$ cat config.mk
export PLATFORM = sky130hd
export DESIGN_NAME = async_rx
export DESIGN_NICKNAME = d
export VERILOG_FILES = /design/src/rtl/async_rx_pkg.sv /design/src/rtl/rx_bit_timer.sv /design/src/rtl/rx_framer.sv /design/src/rtl/rx_holding.sv /design/src/rtl/async_rx.sv
export SDC_FILE = /design/constraint.sdc
export NUM_CORES = 1
export LEC_CHECK = 0
export BUFFER_PORTS_ARGS = -buffer_cell sky130_fd_sc_hd__buf_2
export CAP_MARGIN = 20
export CORE_ASPECT_RATIO = 1.5
export CORE_UTILIZATION = 27
export DETAILED_ROUTE_END_ITERATION = 16
export GPL_ROUTABILITY_DRIVEN = 0
export HOLD_SLACK_MARGIN = 0.08
export PLACE_DENSITY_LB_ADDON = 0.12
export SLEW_MARGIN = 30
export SYNTH_ARGS = -nofsm -noshare
export SYNTH_HDL_FRONTEND = slang
export SYNTH_SLANG_ARGS = --single-unit
export TNS_END_PERCENT = 50
$ cat constraint.sdc
create_clock -name clk -period 2.5 [get_ports clk]
set_input_delay 0.625 -clock clk [delete_from_list [all_inputs] [get_ports clk]]
set_output_delay 0.625 -clock clk [all_outputs]
set_load 0.01 [all_outputs]
$ cat src/rtl/async_rx_pkg.sv
package async_rx_pkg;

  typedef enum logic [2:0] {
    ST_IDLE, ST_START, ST_DATA, ST_PAR, ST_STOP, ST_BRKW
  } rx_state_e;

  // number of data bits for a length code
  function automatic logic [3:0] char_bits(input logic [1:0] len);
    return 4'd5 + {2'b00, len};
  endfunction

  // mask of valid data bits for a length code
  function automatic logic [7:0] char_mask(input logic [1:0] len);
    return 8'hFF >> (2'd3 - len);
  endfunction

  // parity check: total ones of data and parity bit must match the mode
  function automatic logic parity_bad(input logic [7:0] d, input logic pbit,
                                      input logic odd);
    return (^d ^ pbit) != odd;
  endfunction

endpackage

$ cat src/rtl/rx_bit_timer.sv
module rx_bit_timer #(
  parameter int DIV_W = 8
) (
  input  logic             clk,
  input  logic             rst_n,
  input  logic             arm,
  input  logic             run,
  input  logic [DIV_W-1:0] div,
  output logic             tick
);
  logic [DIV_W-1:0] cnt;
  logic [DIV_W-1:0] half;

  assign half = div >> 1;
  assign tick = run && (cnt == '0);

  always_ff @(posedge clk or negedge rst_n) begin
    if (!rst_n)            cnt <= '0;
    else if (arm)          cnt <= half - 1'b1;
    else if (!run)         cnt <= '0;
    else if (cnt == '0)    cnt <= div - 1'b1;
    else                   cnt <= cnt - 1'b1;
  end
endmodule

$ cat src/rtl/rx_framer.sv
module rx_framer
  import async_rx_pkg::*;
(
  input  logic       clk,
  input  logic       rst_n,
  input  logic       active,
  input  logic       line,
  input  logic       line_fell,
  input  logic       tick,
  input  logic [1:0] char_len,
  input  logic       par_en,
  input  logic       par_odd,
  input  logic       two_stop,
  output logic       arm,
  output logic       run,
  output logic       busy,
  output logic       brk_wait,
  output logic       char_done,
  output logic [7:0] char_data,
  output logic       par_bad,
  output logic       frm_bad,
  output logic       brk_det
);
  rx_state_e  state;
  logic [7:0] shreg;
  logic [2:0] idx;
  logic       any_one;
  logic       pbit;
  logic       stop_idx;
  logic       stop_low;
  logic       stop_high;
  logic       last_stop;

  assign arm       = active && (state == ST_IDLE) && line_fell;
  assign run       = (state != ST_IDLE) && (state != ST_BRKW);
  assign busy      = (state != ST_IDLE);
  assign brk_wait  = (state == ST_BRKW);
  assign last_stop = !two_stop || stop_idx;
  assign char_done = active && (state == ST_STOP) && tick && last_stop;
  assign char_data = shreg;
  assign frm_bad   = stop_low || !line;
  assign brk_det   = !any_one && !stop_high && !line;
  assign par_bad   = par_en && parity_bad(shreg, pbit, par_odd);

  always_ff @(posedge clk or negedge rst_n) begin
    if (!rst_n) begin
      state <= ST_IDLE; shreg <= '0; idx <= '0; any_one <= 1'b0;
      pbit <= 1'b0; stop_idx <= 1'b0; stop_low <= 1'b0; stop_high <= 1'b0;
    end else if (!active) begin
      state <= ST_IDLE;
    end else begin
      unique case (state)
        ST_IDLE: if (line_fell) begin
          state <= ST_START; shreg <= '0; idx <= '0; any_one <= 1'b0;
          pbit <= 1'b0; stop_idx <= 1'b0; stop_low <= 1'b0; stop_high <= 1'b0;
        end
        ST_START: if (tick) state <= line ? ST_IDLE : ST_DATA;
        ST_DATA: if (tick) begin
          shreg[idx] <= line;
          any_one    <= any_one | line;
          idx        <= idx + 1'b1;
          if ({1'b0, idx} == char_bits(char_len) - 4'd1)
            state <= par_en ? ST_PAR : ST_STOP;
        end
        ST_PAR: if (tick) begin
          pbit    <= line;
          any_one <= any_one | line;
          state   <= ST_STOP;
        end
        ST_STOP: if (tick) begin
          if (!last_stop) begin
            stop_idx  <= 1'b1;
            stop_low  <= stop_low | !line;
            stop_high <= stop_high | line;
          end else begin
            state <= brk_det ? ST_BRKW : ST_IDLE;
          end
        end
        ST_BRKW: if (line) state <= ST_IDLE;
        default: state <= ST_IDLE;
      endcase
    end
  end
endmodule

$ cat src/rtl/rx_holding.sv
module rx_holding (
  input  logic       clk,
  input  logic       rst_n,
  input  logic       rx_en,
  input  logic       rd_strobe,
  input  logic       char_done,
  input  logic [7:0] char_data,
  input  logic       par_bad,
  input  logic       frm_bad,
  input  logic       brk_det,
  output logic [7:0] rx_data,
  output logic       rx_ready,
  output logic       parity_err,
  output logic       frame_err,
  output logic       overrun_err
);
  always_ff @(posedge clk or negedge rst_n) begin
    if (!rst_n) begin
      rx_data <= '0; rx_ready <= 1'b0;
      parity_err <= 1'b0; frame_err <= 1'b0; overrun_err <= 1'b0;
    end else if (char_done) begin
      rx_data     <= brk_det ? 8'h00 : char_data;
      rx_ready    <= 1'b1;
      parity_err  <= brk_det ? 1'b0 : par_bad;
      frame_err   <= frm_bad;
      overrun_err <= rx_ready && !rd_strobe;
    end else if (rd_strobe || !rx_en) begin
      rx_ready <= 1'b0;
    end
  end
endmodule

$ cat src/rtl/async_rx.sv
module async_rx #(
  parameter int DIV_W = 8
) (
  input  logic             clk,
  input  logic             rst_n,
  input  logic             rxd,
  input  logic             carrier_n,
  input  logic             rx_en,
  input  logic [DIV_W-1:0] bit_div,
  input  logic [1:0]       char_len,
  input  logic             par_en,
  input  logic             par_odd,
  input  logic             two_stop,
  input  logic             rd_strobe,
  output logic [7:0]       rx_data,
  output logic             rx_ready,
  output logic             parity_err,
  output logic             frame_err,
  output logic             overrun_err
);
  logic       line, line_prev, line_fell, active;
  logic       arm, run, tick, busy, brk_wait;
  logic       char_done, par_bad, frm_bad, brk_det;
  logic [7:0] char_data;

  always_ff @(posedge clk or negedge rst_n) begin
    if (!rst_n) begin
      line      <= 1'b1;
      line_prev <= 1'b1;
    end else begin
      line      <= rxd;
      line_prev <= line;
    end
  end

  assign line_fell = line_prev && !line;
  assign active    = !carrier_n && rx_en;

  rx_bit_timer #(.DIV_W(DIV_W)) u_timer (
    .clk(clk), .rst_n(rst_n), .arm(arm), .run(run), .div(bit_div), .tick(tick)
  );

  rx_framer u_framer (
    .clk(clk), .rst_n(rst_n), .active(active), .line(line),
    .line_fell(line_fell), .tick(tick), .char_len(char_len),
    .par_en(par_en), .par_odd(par_odd), .two_stop(two_stop),
    .arm(arm), .run(run), .busy(busy), .brk_wait(brk_wait),
    .char_done(char_done), .char_data(char_data), .par_bad(par_bad),
    .frm_bad(frm_bad), .brk_det(brk_det)
  );

  rx_holding u_hold (
    .clk(clk), .rst_n(rst_n), .rx_en(rx_en), .rd_strobe(rd_strobe),
    .char_done(char_done), .char_data(char_data), .par_bad(par_bad),
    .frm_bad(frm_bad), .brk_det(brk_det), .rx_data(rx_data),
    .rx_ready(rx_ready), .parity_err(parity_err), .frame_err(frame_err),
    .overrun_err(overrun_err)
  );
endmodule

==> impl_metrics.env <==
export IMPL_outcome="complete, no violations"
export IMPL_firstDrtPassIters=4
export IMPL_dieWidth_um=78.9
export IMPL_synth_edf_count=0
export IMPL_numCtsBuffers=5
export IMPL_r2r_end="u_timer.cnt[4]"
export IMPL_relSlewSlack_pct=56.6
export IMPL_grt_first_pass_wirelength_um=11000
export IMPL_crit_buf_inv=0
export IMPL_synth_nets=294
export IMPL_hp_class="primary input to async pin"
export IMPL_cts_hold_buf=0
export IMPL_grt_pass1_vias=2213
export IMPL_cts_root_buf="clkbuf_16"
export IMPL_critPathTopFamily="simple AND/OR/NAND/NOR gates"
export IMPL_nNetsFinal=341
export IMPL_crit_top_cell="o21ai_0"
export IMPL_final_max_slew_viol_count=0
export IMPL_vias_per_cell=5.03
export IMPL_utilization_pct=35.3
export IMPL_seqPwrFrac_pct=38.3
export IMPL_synth_top_area_cell="dfrtp_1"
export IMPL_synth_common_cells="nand2_1, dfrtp_1, nor2_1, o21ai_0, xnor2_1"
export IMPL_initial_core_util_pct=28.2
export IMPL_route_detailed_drc=0
export IMPL_crit_arrival_ns=2.51
export IMPL_synth_warnings=0
export IMPL_routed_wirelength_um=6580
export IMPL_slowest_delay_ns=0.57
export IMPL_start_kind="flop"
export IMPL_power_mw=1.80
export IMPL_ys_flop_type="dfrtp_1"
export IMPL_top_level_ports=31
export IMPL_ys_seq_area_share_pct=42.9
export IMPL_place_hpwl_um=4990
export IMPL_vias=2148
export IMPL_synth_area_leaders="dfrtp_1, nand2_1, xnor2_1"
export IMPL_ir_drop_uv=419
export IMPL_overflow=0
export IMPL_postRouteAntennaNets=0
export IMPL_ys_ff_latch=41
export IMPL_p_int_mw=1.32
export IMPL_core_area_mm2=0.00852
export IMPL_grt_usage_pct=15.4
export IMPL_worstMarginPinSlew_ns=0.645
export IMPL_hold_viol=0
export IMPL_rsz0062_at_grt="false"
export IMPL_diodes=0
export IMPL_switching_share_pct=26.6
export IMPL_drv_cap=0
export IMPL_rrSetupSlack_ns=0.16
export IMPL_avgSynthCellArea_um2=8.81
export IMPL_synth_top_area_share_pct=40.7
export IMPL_p_per_area_mw_per_mm2=599
export IMPL_reg2reg_depth=9
export IMPL_clockBufferDepth=2
export IMPL_fin_crit_ns=2.34
export IMPL_final_setup_tns_ns=0
export IMPL_fillers=946
export IMPL_netlist_instances=272
export IMPL_required_ns=2.68
export IMPL_syn_cell_area_mm2=0.00240
export IMPL_worstSetupPathType="flop to flop"
export IMPL_portBuffers=30
export IMPL_ys_types=48
export IMPL_async_reset_ff_share_pct=100
export IMPL_r2r_start="u_timer.cnt[7]"
export IMPL_finalClockSkew_ns=0.00505
export IMPL_cts_tree="done"
export IMPL_clock_sinks=41
export IMPL_synth_most_common_cell="nand2_1"
export IMPL_leakage_nw=1.36
export IMPL_drive_gt1_share_pct=23.4
export IMPL_clk_pin_slew_worst_paths_ns=0.06
export IMPL_cts_max_level=2
export IMPL_fmax_mhz=428
export IMPL_grt_max_degree=42
export IMPL_wl_per_cell_um=15.4
export IMPL_setup_viol=0
export IMPL_die_h_um=117
export IMPL_p_switching_uw=479
export IMPL_clk_latency_ns=0.29
export IMPL_placementRows=41
export IMPL_worst_setup_path_end_kind="flop"
export IMPL_drtIter0Drc=100
export IMPL_slowest_stage="or4_4"
export IMPL_path_cells="or4_4 -> nor2_4 -> a21oi_1 -> ha_1 -> or3b_2 -> a31oi_2 -> o21ai_0 -> o21ai_0 -> a221o_1"
export IMPL_fin_crit_sh_pct=93.5
export IMPL_cp_max_fo=3
export IMPL_combPwrFrac_pct=18.8
export IMPL_layout_area_overhead_vs_synth_pct=25.3
export IMPL_grt_antenna_before_repair=0
export IMPL_clock_power_share_pct=42.9
export IMPL_die_area_mm2=0.00927
-- kinds of logic after synthesis --
logic type	share of synthesized area (%)
muxes	5.01
AOI/OAI and AO/OA	14.6
DFF	42.9
buffers and inverters	3.24
adders and majority gates	1.57
xor gates and xnor gates	7.31
and+or+nand+nor	25.4
-- per-layer routing --
metal	GRT usage (%)	vias up	part of all wire, %
li1	-	1062	-
met1	16.4	1032	40
met2	28.7	44	54
met3	2.88	10	3.1
met4	6.70	0	2.6
met5	0	-	0
-- how the worst max path moves through the flow --
stage	startpoint	endpoint	slack (ns)	cells past startpoint
4_1_cts	u_timer.cnt[3]	u_timer.cnt[4]	0.12	9
2_1_floorplan	u_timer.cnt[3]	u_timer.cnt[4]	0.09	10
5_1_grt	u_timer.cnt[7]	u_timer.cnt[4]	0.02	9
6_report	u_timer.cnt[7]	u_timer.cnt[4]	0.16	9
3_5_place_dp	bit_div[0]	u_timer.cnt[4]	0.07	8
3_3_place_gp	bit_div[0]	u_timer.cnt[4]	0.12	8
-- metrics by stage --
| stage | cells | setup slack (ns) | hold slack, ns | instance area (µm²) |
|---|---|---|---|---|
| 2_1_floorplan | 272 | 0.0908 | 0.329 | 2400 |
| 4_1_cts | 427 | 0.122 | 0.427 | 2980 |
| 3_3_place_gp | 419 | 0.121 | 0.443 | 2810 |
| 3_5_place_dp | 419 | 0.0742 | 0.447 | 2810 |
| 5_1_grt | 427 | 0.0214 | 0.428 | 3000 |
| 6_report | 427 | 0.162 | 0.408 | 3000 |
-- power groups by stage --
stage                     sequential [mW]  clock (mW)  combinational, mW
final                               0.689       0.773              0.339
after global routing                0.690       0.818              0.380
after CTS                           0.688       0.793              0.329
after detailed placement            0.700           0              0.327
after global placement              0.700           0              0.326
after floorplan                     0.701           0              0.182
-- layout make-up --
type,instances,area [µm²],share of cell area [%]
sequential,41,1030,34.2
multi-input combinational,211,1320,43.8
tap,107,134,4.46
clock inverter,2,37.5,1.25
inverter,7,26.3,0.875
timing repair buffer,53,323,10.7
clock buffer,6,139,4.62
-- registers in the layout, indices dropped and copies added, names as in the netlist --
signal              cells
line                    1
line_prev               1
u_framer.any_one        1
u_framer.char_data      8
u_framer.idx            3
u_framer.pbit           1
u_framer.state          3
u_framer.stop_high      1
u_framer.stop_idx       1
u_framer.stop_low       1
u_hold.frame_err        1
u_hold.overrun_err      1
u_hold.parity_err       1
u_hold.rx_data          8
u_hold.rx_ready         1
u_timer.cnt             8
-- cells in the final DEF, fill, tap and decap left out, drive strengths merged, types with 2 or more instances in the layout --
| cell | netlist | layout |
|---|---|---|
| a21o | 2 | 2 |
| a21oi | 10 | 10 |
| a31oi | 2 | 2 |
| a41oi | 3 | 3 |
| and4 | 2 | 2 |
| and4b | 2 | 2 |
| buf | 2 | 53 |
| clkbuf | 11 | 6 |
| dfrtp | 39 | 39 |
| dfstp | 2 | 2 |
| ha | 3 | 3 |
| inv | 7 | 7 |
| mux2i | 12 | 12 |
| nand2 | 46 | 46 |
| nand2b | 3 | 3 |
| nand3 | 7 | 7 |
| nand3b | 2 | 2 |
| nand4 | 4 | 4 |
| nand4b | 2 | 2 |
| nor2 | 21 | 21 |
| nor2b | 3 | 3 |
| nor3 | 10 | 10 |
| nor4 | 3 | 3 |
| o21a | 3 | 3 |
| o21ai | 20 | 20 |
| o22ai | 5 | 5 |
| o31ai | 4 | 4 |
| or3 | 4 | 4 |
| or3b | 2 | 2 |
| or4 | 2 | 2 |
| or4b | 2 | 2 |
| xnor2 | 15 | 15 |
| xor2 | 5 | 5 |
-- repair_timing --
action                     in CTS  in global routing
gates resized for setup         0                  5
setup buffers                   0                  0
setup endpoints to repair       0                  2
Power figures use the tool's default switching activity.
